===== src/rtl/frame_hdr_pkg.sv =====
package frame_hdr_pkg;

  typedef enum logic [1:0] {
    ST_SEARCH,
    ST_HEADER,
    ST_ACTIVE,
    ST_REJECT
  } hdrState_e;

  // strobes from control to datapath
  typedef struct packed {
    logic shiftSync;
    logic clearSync;
    logic startHdr;
    logic shiftHdr;
    logic capture;
    logic setErr;
    logic clrFlags;
  } ctlStrobe_t;

endpackage


===== src/rtl/frame_hdr_dpath.sv =====
module frame_hdr_dpath
  import frame_hdr_pkg::*;
#(
  parameter int SYNC_W = 8,
  parameter logic [SYNC_W-1:0] SYNC_WORD = 8'hE8,
  parameter int CMD_W = 2,
  parameter int CMD_REPS = 3,
  parameter int CNT_W = 10
) (
  input  logic             clk,
  input  logic             rstN,
  input  logic             serIn,
  input  logic             loadIn,
  input  ctlStrobe_t       ctl,
  output logic             syncHit,
  output logic             secondBit,
  output logic             lastBit,
  output logic             cmdOk,
  output logic             frameActive,
  output logic             cmdErr,
  output logic [CMD_W-1:0] cmdCode,
  output logic [CNT_W-1:0] faultCount
);

  localparam int CMDF_W = CMD_W * CMD_REPS;
  localparam int HDR_W  = CMDF_W + CNT_W;
  localparam int IDX_W  = $clog2(HDR_W);

  logic [SYNC_W-2:0] syncSh;
  logic              loadPrev;
  logic [HDR_W-2:0]  hdrSh;
  logic [IDX_W-1:0]  bitIdx;
  logic [HDR_W-1:0]  hdrFull;
  logic [CMDF_W-1:0] cmdField;
  logic [CMD_REPS-1:0] copyEq;

  assign hdrFull  = {hdrSh, serIn};
  assign cmdField = hdrFull[HDR_W-1 -: CMDF_W];

  assign copyEq[0] = 1'b1;
  for (genvar r = 1; r < CMD_REPS; r++) begin : g_copy
    assign copyEq[r] = (cmdField[r*CMD_W +: CMD_W] == cmdField[0 +: CMD_W]);
  end

  assign cmdOk     = &copyEq;
  assign syncHit   = ({syncSh, serIn} == SYNC_WORD) && !loadPrev;
  assign secondBit = (bitIdx == IDX_W'(1));
  assign lastBit   = (bitIdx == IDX_W'(HDR_W - 1));

  always_ff @(posedge clk) begin
    if (!rstN) begin
      syncSh   <= '0;
      loadPrev <= 1'b0;
      hdrSh    <= '0;
      bitIdx   <= '0;
    end else begin
      loadPrev <= loadIn;
      if (ctl.clearSync)      syncSh <= '0;
      else if (ctl.shiftSync) syncSh <= {syncSh[SYNC_W-3:0], serIn};
      if (ctl.shiftHdr)       hdrSh  <= hdrFull[HDR_W-2:0];
      if (ctl.startHdr)       bitIdx <= '0;
      else if (ctl.shiftHdr)  bitIdx <= bitIdx + IDX_W'(1);
    end
  end

  always_ff @(posedge clk) begin
    if (!rstN) begin
      frameActive <= 1'b0;
      cmdErr      <= 1'b0;
      cmdCode     <= '0;
      faultCount  <= '0;
    end else begin
      if (ctl.clrFlags) begin
        frameActive <= 1'b0;
        cmdErr      <= 1'b0;
      end else begin
        if (ctl.capture) frameActive <= 1'b1;
        if (ctl.setErr)  cmdErr      <= 1'b1;
      end
      if (ctl.capture) begin
        cmdCode    <= cmdField[CMD_W-1:0];
        faultCount <= hdrFull[CNT_W-1:0];
      end
    end
  end

endmodule


===== src/rtl/frame_hdr_ctrl.sv =====
module frame_hdr_ctrl
  import frame_hdr_pkg::*;
(
  input  logic       clk,
  input  logic       rstN,
  input  logic       loadIn,
  input  logic       syncHit,
  input  logic       secondBit,
  input  logic       lastBit,
  input  logic       cmdOk,
  output ctlStrobe_t ctl
);

  hdrState_e stateQ, stateNxt;
  logic      riseSeen, riseNxt;

  always_comb begin
    ctl      = '0;
    stateNxt = stateQ;
    riseNxt  = riseSeen;
    unique case (stateQ)
      ST_SEARCH: begin
        ctl.shiftSync = 1'b1;
        if (syncHit) begin
          stateNxt     = ST_HEADER;
          ctl.startHdr = 1'b1;
          riseNxt      = loadIn;
        end
      end
      ST_HEADER: begin
        ctl.clearSync = 1'b1;
        if (!loadIn && (riseSeen || secondBit)) begin
          stateNxt = ST_SEARCH;
        end else begin
          ctl.shiftHdr = 1'b1;
          riseNxt      = riseSeen | loadIn;
          if (lastBit) begin
            if (cmdOk) begin
              ctl.capture = 1'b1;
              stateNxt    = ST_ACTIVE;
            end else begin
              ctl.setErr = 1'b1;
              stateNxt   = ST_REJECT;
            end
          end
        end
      end
      ST_ACTIVE, ST_REJECT: begin
        ctl.clearSync = 1'b1;
        if (!loadIn) begin
          ctl.clrFlags = 1'b1;
          stateNxt     = ST_SEARCH;
        end
      end
      default: stateNxt = ST_SEARCH;
    endcase
  end

  always_ff @(posedge clk) begin
    if (!rstN) begin
      stateQ   <= ST_SEARCH;
      riseSeen <= 1'b0;
    end else begin
      stateQ   <= stateNxt;
      riseSeen <= riseNxt;
    end
  end

endmodule


===== src/rtl/frame_hdr_decoder.sv =====
module frame_hdr_decoder
  import frame_hdr_pkg::*;
#(
  parameter int SYNC_W = 8,
  parameter logic [SYNC_W-1:0] SYNC_WORD = 8'hE8,
  parameter int CMD_W = 2,
  parameter int CMD_REPS = 3,
  parameter int CNT_W = 10
) (
  input  logic             clk,
  input  logic             rstN,
  input  logic             serIn,
  input  logic             loadIn,
  output logic             frameActive,
  output logic             cmdErr,
  output logic [CMD_W-1:0] cmdCode,
  output logic             faultOpen,
  output logic [CNT_W-1:0] faultCount
);

  ctlStrobe_t ctl;
  logic       syncHit, secondBit, lastBit, cmdOk;

  frame_hdr_ctrl u_ctrl (
    .clk       (clk),
    .rstN      (rstN),
    .loadIn    (loadIn),
    .syncHit   (syncHit),
    .secondBit (secondBit),
    .lastBit   (lastBit),
    .cmdOk     (cmdOk),
    .ctl       (ctl)
  );

  frame_hdr_dpath #(
    .SYNC_W    (SYNC_W),
    .SYNC_WORD (SYNC_WORD),
    .CMD_W     (CMD_W),
    .CMD_REPS  (CMD_REPS),
    .CNT_W     (CNT_W)
  ) u_dpath (
    .clk         (clk),
    .rstN        (rstN),
    .serIn       (serIn),
    .loadIn      (loadIn),
    .ctl         (ctl),
    .syncHit     (syncHit),
    .secondBit   (secondBit),
    .lastBit     (lastBit),
    .cmdOk       (cmdOk),
    .frameActive (frameActive),
    .cmdErr      (cmdErr),
    .cmdCode     (cmdCode),
    .faultCount  (faultCount)
  );

  // fault type follows the low command bit
  assign faultOpen = cmdCode[0];

endmodule


===== config.mk =====
export PLATFORM = sky130hd
export DESIGN_NAME = frame_hdr_decoder
export DESIGN_NICKNAME = d
export VERILOG_FILES = /design/src/rtl/frame_hdr_pkg.sv /design/src/rtl/frame_hdr_dpath.sv /design/src/rtl/frame_hdr_ctrl.sv /design/src/rtl/frame_hdr_decoder.sv
export SDC_FILE = /design/constraint.sdc
export NUM_CORES = 1
export LEC_CHECK = 0
export ABC_AREA = 0
export BUFFER_PORTS_ARGS = -buffer_cell sky130_fd_sc_hd__buf_4
export CORE_MARGIN = 4
export CORE_UTILIZATION = 30
export DETAILED_ROUTE_END_ITERATION = 10
export SETUP_SLACK_MARGIN = 0.15
export SLEW_MARGIN = 20
export SYNTH_ARGS = -nofsm -noshare
export SYNTH_HDL_FRONTEND = slang
export SYNTH_HIERARCHICAL = 1
export SYNTH_SLANG_ARGS = --single-unit

===== constraint.sdc =====
create_clock -name clk -period 2.8 [get_ports clk]
set_clock_uncertainty 0.2 [all_clocks]
set_input_delay 0.28 -clock clk [delete_from_list [all_inputs] [get_ports clk]]
set_output_delay 0.28 -clock clk [all_outputs]
set_load 0.005 [all_outputs]

==> run_results.csv <==
group,metric,value,unit
critical_path,end_kind,"flip-flop",
critical_path,r2r-end,"u_dpath/cmdCode[1]$_SDFFE_PN0P_",
floorplan,die_h,86.7,um
placement,place.gp.congestion,0.730,
cts,h-tree-depth,2,
synth,yosysSeqAreaShare,47.4,%
worst_hold_path,hold_end,"u_dpath/loadPrev$_SDFF_PN0_",
sta,period_share,79.4,%
pwr,p_sw_share,21.4,%
routing,drt_iter0_drc,16,
critical_path,arrival,2.21,ns
cts,insertion_delay,0.29,ns
sta,slew_violations,0,
placement,post_dp_cell_area,0.00204,sq mm
synth,synth_top_area_share,47.4,%
routing,dr_wl_met2,1370,um
job,cap_viol_max_count,0,
synth,netlist_area,0.00186,sq mm
cts,cts_resized,0,
critical_path,path_class,"reg2reg",
cts,numCtsBuffers,5,
pwr,clock_power_share,36.7,%
critical_path,r2r-start,"u_dpath/bitIdx[1]$_SDFFE_PP0P_",
sta,final_hold_viol_count,0,
layout,nNetsFinal,199,
synth,synth_seq_cells,44,
global_routing,grt_max_degree,37,
routing,wl_per_cell,11.9,um
pwr,leakagePower,0.795,nW
cts,cts.path.max_buffers,2,
synth,synthArstFlopShare,0,%
sta,worst_pin_slew,0.486,ns
synth,netlist_top_cells_area,"dfxtp_1 (47%), mux2i_1 (19%), nor2b_1 (9.4%)",
global_routing,grt_pass1_wl,5660,um
synth,synth.avg_cell_area,10.6,sq um
critical_path,required,2.78,ns
synth,synth.distinct_cells,37,
pwr,power-per-cell-area,488,mW/mm^2
sta,slew_headroom,67.3,%
critical_path,ff2ff_setup_slack,0.58,ns
pwr,power_switching,222,uW
routing,drc,0,
layout,final_layout_size_suffix_gt1_share,18.0,%
floorplan,ios,19,
critical_path,crit_fanout,10,
critical_path,cpMaxStageDelayCell,"dfxtp_1",
sta,fin_ws,0.575,ns
critical_path,startpoint_type,"flip-flop",
synth,ys.flop_type,"dfxtp_1",
worst_hold_path,min_from,"loadIn",
synth,yosysWarnings,6,
synth,syn_nets,182,
synth,syn_inst,176,
layout,antennaDiodeCount,0,
routing,routed_wl,3200,um
routing,vias_per_cell,4.48,
global_routing,antenna_found_initial,0,
pwr,intPower,815,uW
pwr,finalPower,1.04,mW
global_routing,grt_use_total,9.36,%
layout,syn_to_final_growth,14.4,%
synth,yosysTopAreaCell,"dfxtp_1",
floorplan,die_w,86.7,um
worst_hold_path,holdPathStages,2,
floorplan,start_util,31.2,%
sta,finalSetupViolations,0,
cts,clkTransAtPathRegs,0.08,ns
synth,synth_edf_count,0,
pwr,seq_power_share,60.7,%
sta,period_needed,2.22,ns
synth,synth_most_common_cell,"dfxtp_1",
routing,wl_met3,133,um
sta,rsz0062_at_grt,"false",
cts,clock_sinks,44,
critical_path,cp_slowest_stage_delay,0.37,ns
sta,max_freq,0.450,GHz
floorplan,num_rows,28,
critical_path,cp_cell_sequence,"inv_1 -> ha_1 -> nor3b_1 -> o21bai_4 -> nor3b_4 -> and3_1 -> buf_4 -> mux2i_1 -> nor2b_1",
routing,ant_nets,0,
routing,wirelength_met1,1680,um
run_status,status,"completed",
floorplan,core_region_area,0.00596,sq mm
global_routing,grt.overflow.total,0,
global_routing,grt_pass1_vias,1255,
layout,fin_area,0.00213,sq mm
sta,finalSetupTns,0,ns
placement,numPortBuffers,18,
routing,via_count,1205,
floorplan,die_area,0.00752,sq mm
cts,cts_setup_buffers,0,
placement,dp_slack,0.588,ns
sta,timing.hold.ws,0.0602,ns
cts,ctsRootBufferMaster,"clkbuf_8",
cts,cts_tree,"done",
synth,synth_common_cells,"dfxtp_1 (44), mux2i_1 (35), nor2b_1 (28)",
routing,detail_route.first_pass.iterations,4,
pwr,p_comb_share,2.5,%
critical_path,r2r_cells,9,
placement,hpwl,2160,um
routing,top_layer_used,"met4",
pwr,peakVddDrop,0.000266,V
cts,ctsHoldBuffers,0,
worst_hold_path,min_path_type,"in2reg",
power groups by stage:
stage               sequential, mW  combinational [mW]  clock [mW]
floorplan                    0.644              0.0172           0
global placement             0.645              0.0266           0
detailed placement           0.645              0.0266           0
CTS                          0.630              0.0265       0.406
global route                 0.630              0.0291       0.434
finish                       0.630              0.0263       0.381
metrics by stage:
step | instances | util [%]
2_1_floorplan | 176 | -
3_5_place_dp | 261 | 34.2
4_1_cts | 269 | 35.7
3_3_place_gp | 261 | 34.2
6_report | 269 | 35.7
5_1_grt | 269 | 35.7
state kept, by name, summed over array words and instances, names as in the netlist:
| name | count |
|---|---|
| u_ctrl/riseSeen | 1 |
| u_ctrl/stateQ | 2 |
| u_dpath/bitIdx | 4 |
| u_dpath/cmdCode | 2 |
| u_dpath/cmdErr | 1 |
| u_dpath/faultCount | 10 |
| u_dpath/frameActive | 1 |
| u_dpath/hdrSh | 15 |
| u_dpath/loadPrev | 1 |
| u_dpath/syncSh | 7 |
routing by layer:
metal  up-vias  track usage [%]
met5         -                0
met4         0             3.40
met3         3             3.14
met2        18             13.8
met1       552             12.6
li1        632                -
cell type report:
type | instances | area [sq um]
clock buffers | 5 | 68.8
clock inverters | 3 | 18.8
fillers | 624 | 3830
inverters | 3 | 11.3
multi-input cells | 118 | 896
flip-flops and latches | 44 | 881
well taps | 75 | 93.8
repair buffers | 21 | 158
worst max path at each step:
stage | startpoint | to | depth (start not counted)
after CTS | u_dpath/bitIdx[1]$_SDFFE_PP0P_ | u_dpath/cmdCode[1]$_SDFFE_PN0P_ | 9
after global placement | u_dpath/bitIdx[1]$_SDFFE_PP0P_ | u_dpath/cmdCode[1]$_SDFFE_PN0P_ | 9
final | u_dpath/bitIdx[1]$_SDFFE_PP0P_ | u_dpath/cmdCode[1]$_SDFFE_PN0P_ | 9
after floorplan | u_dpath/bitIdx[1]$_SDFFE_PP0P_ | u_dpath/cmdCode[0]$_SDFFE_PN0P_ | 10
after global routing | u_dpath/bitIdx[1]$_SDFFE_PP0P_ | u_dpath/cmdCode[1]$_SDFFE_PN0P_ | 9
after detailed placement | u_dpath/bitIdx[1]$_SDFFE_PP0P_ | u_dpath/cmdCode[1]$_SDFFE_PN0P_ | 9
worst max-delay path: cells and delay by family, from the launching register on:
| family | cells | cell delay [ns] |
|---|---|---|
| and+or+nand+nor | 4 | 0.70 |
| DFF | 1 | 0.37 |
| buffers and inverters | 2 | 0.31 |
| muxes | 1 | 0.23 |
| adders and majority gates | 1 | 0.16 |
| AOI/OAI and AO/OA | 1 | 0.13 |
kinds of logic after synthesis:
kind of cell / share of synthesized area [%]
buffers and inverters: 4.44
DFF: 47.4
AOI/OAI and AO/OA: 4.64
and+or+nand+nor: 22.9
muxes: 18.8
adders and majority gates: 1.35
xor gates and xnor gates: 0.471
cell usage in the layout, fill, tap and decap left out, types with 2 or more instances in the layout:
master,n
ha_1,2
a21boi_1,2
clkinv_2,2
dfxtp_1,44
or3_1,2
nand3_1,2
nor2_1,15
buf_4,21
and3_1,2
nand2_1,2
nand4b_1,2
nor2b_1,28
clkbuf_8,5
nand2b_1,4
nand3b_1,3
a21oi_1,2
mux2i_1,35
inv_1,2
No activity file was read; power rests on OpenSTA's default activity.
